File: config.mk
export PLATFORM = sky130hd
export DESIGN_NAME = dma_chain_chan
export DESIGN_NICKNAME = d
export VERILOG_FILES = /design/src/rtl/dma_chain_pkg.sv /design/src/rtl/dma_desc_decode.sv /design/src/rtl/dma_addr_seq.sv /design/src/rtl/dma_chain_chan.sv
export SDC_FILE = /design/constraint.sdc
export NUM_CORES = 1
export LEC_CHECK = 0
export BUFFER_PORTS_ARGS = -buffer_cell sky130_fd_sc_hd__buf_4
export CAP_MARGIN = 20
export CORE_MARGIN = 1
export CORE_UTILIZATION = 40
export CTS_BUF_LIST = sky130_fd_sc_hd__clkbuf_8
export DETAILED_ROUTE_END_ITERATION = 7
export PLACE_DENSITY = 0.73
export SETUP_SLACK_MARGIN = 0.2
export SLEW_MARGIN = 20
export SYNTH_ARGS = -nofsm -noshare
export SYNTH_HDL_FRONTEND = slang
export SYNTH_SLANG_ARGS = --single-unit
File: constraint.sdc
create_clock -name clk -period 4.9 [get_ports clk]
set_clock_uncertainty 0.15 [all_clocks]
set_input_delay 0.98 -clock clk [delete_from_list [all_inputs] [get_ports clk]]
set_output_delay 0.98 -clock clk [all_outputs]
set_load 0.02 [all_outputs]
File: src/rtl/dma_chain_pkg.sv
package dma_chain_pkg;
  localparam int WORD_W     = 32;
  localparam int LEN_W      = 16;
  localparam int WCNT_W     = LEN_W - 2;
  localparam int DESC_BYTES = 8;
  localparam int WORD_BYTES = WORD_W / 8;

  localparam int FLAG_VALID_BIT = 0;
  localparam int FLAG_LAST_BIT  = 1;
  localparam int FLAG_XFER_BIT  = 5;
  localparam int LEN_LSB        = 16;

  localparam logic [1:0] REG_LIST_HI = 2'd0;
  localparam logic [1:0] REG_LIST_LO = 2'd1;
  localparam logic [1:0] REG_RUN     = 2'd2;
  localparam logic [1:0] REG_ROW     = 2'd3;

  typedef enum logic [2:0] {
    ST_IDLE,
    ST_HDR_REQ,
    ST_HDR_WAIT,
    ST_BUF_REQ,
    ST_BUF_WAIT,
    ST_XFER,
    ST_XWAIT
  } chan_state_t;

  typedef struct packed {
    logic              valid;
    logic              last;
    logic              xfer;
    logic [WCNT_W-1:0] words;
  } desc_info_t;
endpackage

File: src/rtl/dma_desc_decode.sv
module dma_desc_decode
  import dma_chain_pkg::*;
(
  input  logic [2:0]        flag_bits,
  input  logic [WCNT_W-1:0] wcnt_field,
  output desc_info_t        info
);
  // flag_bits ordering: {transfer, last, valid}
  always_comb begin
    info.valid = flag_bits[0];
    info.last  = flag_bits[1];
    info.xfer  = flag_bits[2];
    info.words = wcnt_field;
  end
endmodule

File: src/rtl/dma_addr_seq.sv
module dma_addr_seq
  import dma_chain_pkg::*;
#(
  parameter int ADDR_W = 32
) (
  input  logic              clk,
  input  logic              rst,
  input  logic              load,
  input  logic [ADDR_W-1:0] load_addr,
  input  logic [WCNT_W-1:0] load_words,
  input  logic              step,
  output logic [ADDR_W-1:0] addr,
  output logic              last_word
);
  logic [WCNT_W-1:0] left_q;

  always_ff @(posedge clk) begin
    if (rst) begin
      addr   <= '0;
      left_q <= '0;
    end else if (load) begin
      addr   <= load_addr;
      left_q <= load_words;
    end else if (step) begin
      addr   <= addr + ADDR_W'(WORD_BYTES);
      left_q <= left_q - WCNT_W'(1);
    end
  end

  assign last_word = (left_q == WCNT_W'(1));
endmodule

File: src/rtl/dma_chain_chan.sv
module dma_chain_chan
  import dma_chain_pkg::*;
#(
  parameter bit IS_RX  = 1'b1,
  parameter int ADDR_W = 32,
  parameter int ROW_W  = 16
) (
  input  logic              clk,
  input  logic              rst,
  input  logic              cfg_we,
  input  logic [1:0]        cfg_sel,
  input  logic [WORD_W-1:0] cfg_wdata,
  output logic              mem_req,
  output logic              mem_we,
  output logic [ADDR_W-1:0] mem_addr,
  output logic [WORD_W-1:0] mem_wdata,
  input  logic              mem_gnt,
  input  logic              mem_rvalid,
  input  logic [WORD_W-1:0] mem_rdata,
  input  logic [WORD_W-1:0] strm_in_data,
  output logic              strm_in_take,
  output logic              strm_out_valid,
  output logic [WORD_W-1:0] strm_out_data,
  output logic [ROW_W-1:0]  row_bytes,
  output logic              busy,
  output logic              done,
  output logic              err
);
  chan_state_t       st_q;
  logic [ADDR_W-1:0] ptr_q;
  logic [ADDR_W-1:0] start_ptr;
  logic [ADDR_W-1:0] seq_addr;
  desc_info_t        dec_info;
  desc_info_t        desc_q;
  logic              start_req, stop_req;
  logic              seq_last, hdr_done, word_done, desc_end, skip;
  logic              done_q, err_q, out_v_q;
  logic [WORD_W-1:0] out_d_q;

  // Direction-specific start/stop and configuration storage
  generate
    if (IS_RX) begin : g_rx
      logic [ADDR_W-1:0] list_lo_q;
      logic [ROW_W-1:0]  row_q;
      always_ff @(posedge clk) begin
        if (rst) begin
          list_lo_q <= '0;
          row_q     <= '0;
        end else if (cfg_we) begin
          if (cfg_sel == REG_LIST_LO) list_lo_q <= cfg_wdata[ADDR_W-1:0];
          if (cfg_sel == REG_ROW)     row_q     <= cfg_wdata[ROW_W-1:0];
        end
      end
      assign start_req = cfg_we && (cfg_sel == REG_RUN) && cfg_wdata[0];
      assign stop_req  = cfg_we && (cfg_sel == REG_RUN) && !cfg_wdata[0];
      assign start_ptr = list_lo_q;
      assign row_bytes = row_q;
    end else begin : g_tx
      assign start_req = cfg_we && (cfg_sel == REG_LIST_LO);
      assign stop_req  = 1'b0;
      assign start_ptr = cfg_wdata[ADDR_W-1:0];
      assign row_bytes = '0;
    end
  endgenerate

  dma_desc_decode u_decode (
    .flag_bits  ({mem_rdata[FLAG_XFER_BIT], mem_rdata[FLAG_LAST_BIT],
                  mem_rdata[FLAG_VALID_BIT]}),
    .wcnt_field (mem_rdata[LEN_LSB+LEN_W-1:LEN_LSB+2]),
    .info       (dec_info)
  );

  assign hdr_done  = (st_q == ST_BUF_WAIT) && mem_rvalid;
  assign skip      = !desc_q.xfer || (desc_q.words == '0);
  assign word_done = IS_RX ? ((st_q == ST_XFER) && mem_gnt)
                           : ((st_q == ST_XWAIT) && mem_rvalid);
  assign desc_end  = (hdr_done && desc_q.valid && skip) || (word_done && seq_last);

  dma_addr_seq #(.ADDR_W(ADDR_W)) u_seq (
    .clk        (clk),
    .rst        (rst),
    .load       (hdr_done),
    .load_addr  (mem_rdata[ADDR_W-1:0]),
    .load_words (desc_q.words),
    .step       (word_done),
    .addr       (seq_addr),
    .last_word  (seq_last)
  );

  always_ff @(posedge clk) begin
    if (rst) begin
      st_q    <= ST_IDLE;
      ptr_q   <= '0;
      desc_q  <= '0;
      done_q  <= 1'b0;
      err_q   <= 1'b0;
      out_v_q <= 1'b0;
      out_d_q <= '0;
    end else begin
      done_q  <= 1'b0;
      out_v_q <= 1'b0;
      if (stop_req && (st_q != ST_IDLE)) begin
        st_q <= ST_IDLE;
      end else begin
        case (st_q)
          ST_IDLE: if (start_req) begin
            st_q  <= ST_HDR_REQ;
            ptr_q <= start_ptr;
            err_q <= 1'b0;
          end
          ST_HDR_REQ:  if (mem_gnt) st_q <= ST_HDR_WAIT;
          ST_HDR_WAIT: if (mem_rvalid) begin
            desc_q <= dec_info;
            st_q   <= ST_BUF_REQ;
          end
          ST_BUF_REQ:  if (mem_gnt) st_q <= ST_BUF_WAIT;
          ST_BUF_WAIT: if (mem_rvalid) begin
            if (!desc_q.valid) begin
              err_q <= 1'b1;
              st_q  <= ST_IDLE;
            end else begin
              st_q <= ST_XFER;
            end
          end
          ST_XFER: if (mem_gnt && !IS_RX) st_q <= ST_XWAIT;
          ST_XWAIT: if (mem_rvalid) begin
            out_v_q <= 1'b1;
            out_d_q <= mem_rdata;
            st_q    <= ST_XFER;
          end
          default: st_q <= ST_IDLE;
        endcase
        // Descriptor completion overrides the per-state next state
        if (desc_end) begin
          if (desc_q.last) begin
            st_q   <= ST_IDLE;
            done_q <= 1'b1;
          end else begin
            st_q  <= ST_HDR_REQ;
            ptr_q <= ptr_q + ADDR_W'(DESC_BYTES);
          end
        end
      end
    end
  end

  always_comb begin
    case (st_q)
      ST_HDR_REQ: mem_addr = ptr_q;
      ST_BUF_REQ: mem_addr = ptr_q + ADDR_W'(WORD_BYTES);
      ST_XFER:    mem_addr = seq_addr;
      default:    mem_addr = '0;
    endcase
  end

  assign mem_req        = (st_q == ST_HDR_REQ) || (st_q == ST_BUF_REQ) || (st_q == ST_XFER);
  assign mem_we         = (st_q == ST_XFER) && IS_RX;
  assign mem_wdata      = mem_we ? strm_in_data : '0;
  assign strm_in_take   = mem_we && mem_gnt;
  assign strm_out_valid = out_v_q;
  assign strm_out_data  = out_d_q;
  assign busy           = (st_q != ST_IDLE);
  assign done           = done_q;
  assign err            = err_q;
endmodule

==> Yosys cells after proc, flatten, opt, wreduce, memory -nomap -nowiden <==
Cells that the tools add are included.
{ "totals": {"regBits": 181, "inputBits": 103, "out_inout_bits": 119, "wordCells": 96} }
{ "op_classes": {"n_addsub": 4, "eq_ne": 20, "n_mux": 26, "n_bitwise": 3, "reduce_logical": 29} }
{ "op_table": {"columns": ["operator", "n"], "rows": [
  ["2-to-1 mux 32 bit", 7],
  ["case mux 32 bit (3 select lines)", 1],
  ["adder 32 x 3 -> 32 bit, second input constant", 2],
  ["adder 32 x 4 -> 32 bit, second input constant", 1],
  ["2-to-1 mux 14 bit", 2],
  ["2-to-1 mux 3 bit", 8],
  ["case mux 3 bit (7 select lines)", 1],
  ["!= test 3 bit, second input constant", 6],
  ["== test 14 x 1 -> 1 bit, second input constant", 1],
  ["zero test 14 bit", 1],
  ["subtractor 14 x 1 -> 14 bit, second input constant", 1],
  ["== test 3 bit, second input constant", 3],
  ["logical AND 1 bit", 9],
  ["AND reduction 7 bit", 1],
  ["== test 3 x 2 -> 1 bit, second input constant", 2],
  ["2-to-1 mux 1 bit", 6],
  ["!= test 2 bit, second input constant", 3],
  ["AND reduction 3 bit", 2],
  ["OR reduction 3 bit", 2],
  ["AND reduction 5 bit", 1],
  ["== test 2 bit, second input constant", 2],
  ["logical OR 1 bit", 4],
  ["AND reduction 2 bit", 2],
  ["nonzero test 2 bit", 2],
  ["9 further kinds", 12]
]} }

==> Longest topological paths before layout <==
{ "logic_depth": {"word_depth": 7, "ltp_mapped": 9} }

==> Modules after synthesis <==
From an unflattened synthesis, not the netlist that was laid out.
{ "hier_totals": {"hier_cells": 1252, "area_unflattened_um2": 9581.7} }
{ "by_module_without_submodules": {"columns": ["module", "instances", "cells_per_inst", "area_each_um2"], "rows": [
  ["dma_chain_chan", 1, 920, 6837.8],
  ["dma_addr_seq", 1, 315, 2616.3],
  ["dma_desc_decode", 1, 17, 127.6]
]} }

==> Worst setup path before layout <==
No wires, ideal clock.
{ "synth_path": {"path_kind": "register to output", "from": "register ptr_q[3]", "to": "output port mem_addr[25]", "arrival_ns": 2.602, "required_ns": 3.770, "slack_ns": 1.168, "stages_incl_launch_ff": 8, "n_path_buf": 0, "path_cell_list": "dfxtp_1 -> ha_1 -> nand3_1 -> nor4_1 -> nand2_1 -> nor2_1 -> xnor2_1 -> o31ai_1"} }
{ "synth_between": {"elab_chain_cells": 2} }
{ "synth_lines": {"columns": ["item", "line", "rtl"], "rows": [
  ["start: declaration", "dma_chain_chan.sv:30", "logic [ADDR_W-1:0] ptr_q;"],
  ["start signal: assignment", "dma_chain_chan.sv:108", "ptr_q <= start_ptr;"],
  ["start signal: assignment", "dma_chain_chan.sv:140", "ptr_q <= ptr_q + ADDR_W'(DESC_BYTES);"],
  ["adder 32 x 3 -> 32 bit", "dma_chain_chan.sv:150", "ST_BUF_REQ: mem_addr = ptr_q + ADDR_W'(WORD_BYTES);"],
  ["case mux 32 bit (3 select lines)", "dma_chain_chan.sv:148", "case (st_q)"],
  ["end: declaration", "dma_chain_chan.sv:15", "output logic [ADDR_W-1:0] mem_addr,"]
]} }
Every way passes these cells.

==> Worst setup path after layout <==
{ "layout_path": {"from": "register ptr_q[4]", "to": "output port mem_addr[29]"} }
The elaborated chain is that of the path after synthesis.

==> results.md <==
- Status: finished, final reports clean
- Worst slew pin tran: 1.079 ns
- Clock Sinks: 181
- Hold-fix buffers, CTS: 0
- Fmax: 230.4 MHz
- Share of cells above drive strength 1: 0.2048
- Worst r2r src: st_q[2]
- Root buf cell: clkbuf_8
- CTS resizes: 0
- Setup TNS: 0 ns
- CP Cell Sequence: ha_1 -> nand3_1 -> nor4_1 -> buf_4 -> nand2_1 -> buf_4 -> nor3_1 -> xnor2_1 -> o22ai_1 -> buf_4
- Vias in the first global route: 9112
- Most common cell in the netlist: nand2_1
- Sequential fraction of the synthesis area: 0.3800
- Number of H-tree levels: 4
- Final Hold Vio Count: 0
- Crit Path Class: flop to primary output
- IO Pins: 222
- Synth area leaders: dfxtp_1, nand2_1, a21oi_1
- Synth top cells by count: nand2_1, dfxtp_1, a21oi_1
- CP Capture Type: primary output
- Routed len/inst: 17.98 um
- Synth Area in Adders: 0.006561
- Final Cycle Share: 0.8856
- Max cap viols: 0
- Hold Path Class: flop to flop
- Asr flop ratio synth: 0
- Postcts setup bufs: 0
- Gr ovfl total: 0
- Met2 Resource Use GR: 0.4103
- Total power per unit cell area: 241.8 mW/mm^2
- EDFF count, synth: 0
- Chip height: 156.4 um
- Synth Warn #: 0
- Slowest stage delay, CP: 0.50 ns
- GRT Total Usage: 0.2608
- Flops & latches, synth: 181
- Pleak: 4.218 nW
- Worst Hold Depth: 2
- Die Area: 0.02446 mm^2
- Post-Route WL: 31.98 mm
- Detailed Place HPWL: 23.67 mm
- Antenna violations before repair: 0
- Vias: 10014
- CTS tree: built
- Seq. cell area: 0.003623 mm^2
- CP Launch Type: flop
- Final setup viols: 0
- R2R cell count: 8
- RSZ-0062 raised after global routing: false
- Vias per Instance: 5.629
- Met3 usage: 0.04431
- Post-synthesis cell count: 1283
- Synth Area in Compound Gates: 0.1996
- Slowest cell on crit path: dfxtp_1
- Buffers on Ports: 221
- Cts bufs inserted: 17
- Largest family of logic cells by synthesized area: simple AND/OR/NAND/NOR gates
- Peak supply drop: 0.1774 mV
- Rel. slew slack: 0.2804
- Max Buffers Root-to-Sink: 2
- Antenna Cells: 0
- Clock latency on the worst-skew pair: 0.50 ns
- Yosys cell types: 76
- Overall power: 0.002858 W
- Layout Area Growth over Synthesis: 23.96%
- Pin count of the biggest net entering global routing: 126
- First-pass GRT wire length: 49.91 mm
- R2R Setup Slk: 1.36 ns
- Hold path endpoint: strm_out_data[26]
- Routed Antenna Nets: 0
- Net Count, Synth: 1391
- Initial core utilization: 0.4075
- Max-slew violations: 0
- Syn Area/Cell: 7.432 um^2
- FP Rows: 56
- Clk slew on worst S/H paths: 0.11 ns
- Fin cells: 1779
- Fin nets: 1555
- Cell mode on critical path: buf_4
- Synth area leader: dfxtp_1
- Met1 global-route usage: 0.3543
- Simple logic cell fraction of the synthesized area: 0.2900
- Post-route DRC: 0
- Fillcell total: 2377
- Die Span X: 156.4 um
- Post-Syn Area: 0.009535 mm^2
- Final Critical Period: 4.340 ns
- 1st-iter DRT viols: 1122
- Worst path required time: 3.77 ns
- Worst reg2reg endpoint: ptr_q[24]
- XOR/XNOR Fraction of Synth Area: 0.03031
- Hold Crit Start: strm_out_data[26]
- Area of the multi-input gates: 0.005438 mm^2
- Multiplexer share of the synthesized area: 0.04278
- RD Place Congestion: 1.031
- CP max FO: 10
- Dominant synthesized flop cell: dfxtp_1
- Critical path arrival: 3.21 ns
- CORE AREA: 0.02340 mm^2
- Area share of the largest cell type after synthesis: 0.3800
- First drt pass iteration count: 6
- Grt peak-use layer: met2
- Inst Count DP: 1747
how the worst max path moves through the flow:
stage | to | slack [ns] | cells past startpoint | from
floorplan | mem_addr[25] | 1.17 | 7 | ptr_q[3]
global placement | mem_addr[27] | 1.20 | 9 | ptr_q[4]
detailed placement | mem_addr[29] | 1.15 | 10 | ptr_q[4]
CTS | mem_addr[29] | 0.59 | 10 | ptr_q[4]
global route | mem_addr[30] | 0.29 | 7 | ptr_q[7]
finish | mem_addr[29] | 0.56 | 10 | ptr_q[4]
power breakdown:
group	internal, W	switching (W)	leakage, nW
clock network	0.000450	0.000674	0.224
registers	0.00149	0.0000228	1.46
logic	0.0000962	0.000124	2.53
routing by layer:
metal,share of wire,wire (um)
met4,0.029,929
met1,0.44,14050
met3,0.084,2677
met5,0,0
met2,0.45,14330
cells in the final DEF, fill, tap and decap left out, types with 10 or more instances in the layout:
cell type,count
mux2i_1,34
buf_4,235
nand4_1,19
a21oi_1,137
dfxtp_1,181
and2_1,35
a211oi_1,13
nor3_1,39
inv_1,25
nand3_1,41
nor4_1,18
a31oi_1,17
nor2_1,124
o211ai_1,10
nand2_1,272
clkbuf_8,17
xnor2_1,24
o21ai_0,46
area by class of cell:
cell class,instances,area share
Multi-Input combinational cell,982,0.4600
Sequential cell,181,0.3066
Timing Repair Buffer,237,0.1519
Tap cell,319,0.03377
Clock buffer,17,0.01979
Clock inverter,15,0.01905
Inverter,28,0.008892
worst max-delay path, delay by kind of cell (launching register included):
| family | cells | cell delay [ns] |
|---|---|---|
| AO/OA/AOI/OAI | 1 | 0.26 |
| flip-flops | 1 | 0.50 |
| XOR/XNOR | 1 | 0.14 |
| AND/OR/NAND/NOR | 4 | 0.94 |
| buffers and inverters | 3 | 0.58 |
| adder cells (fa/ha/maj) | 1 | 0.28 |
stage by stage:
step	hold WS, ns	cell area, um^2	setup slack [ns]	util
6_report	0.3093	11820	0.5605	0.5051
3_3_place_gp	0.2923	11350	1.196	0.4850
2_1_floorplan	0.2821	9535	1.168	-
3_5_place_dp	0.2972	11360	1.149	0.4855
4_1_cts	0.3119	11820	0.5915	0.5051
5_1_grt	0.3175	11820	0.2908	0.5051
logic make-up (layout without fill, tap and decap cells):
logic type	count (synthesis)	in the layout
AND/OR/NAND/NOR	603	603
AO/OA/AOI/OAI	301	301
flip-flops	181	181
buffers and inverters	120	297
multiplexers	40	40
XOR/XNOR	33	33
adder cells (fa/ha/maj)	5	5
flip-flops by register name (all words and copies together), names as in the netlist:
register	flops
g_rx.list_lo_q	32
ptr_q	32
strm_out_data	32
u_seq.addr	32
desc_q	17
row_bytes	16
u_seq.left_q	14
st_q	3
done	1
err	1
strm_out_valid	1
No activity file was read; power rests on OpenSTA's default activity.
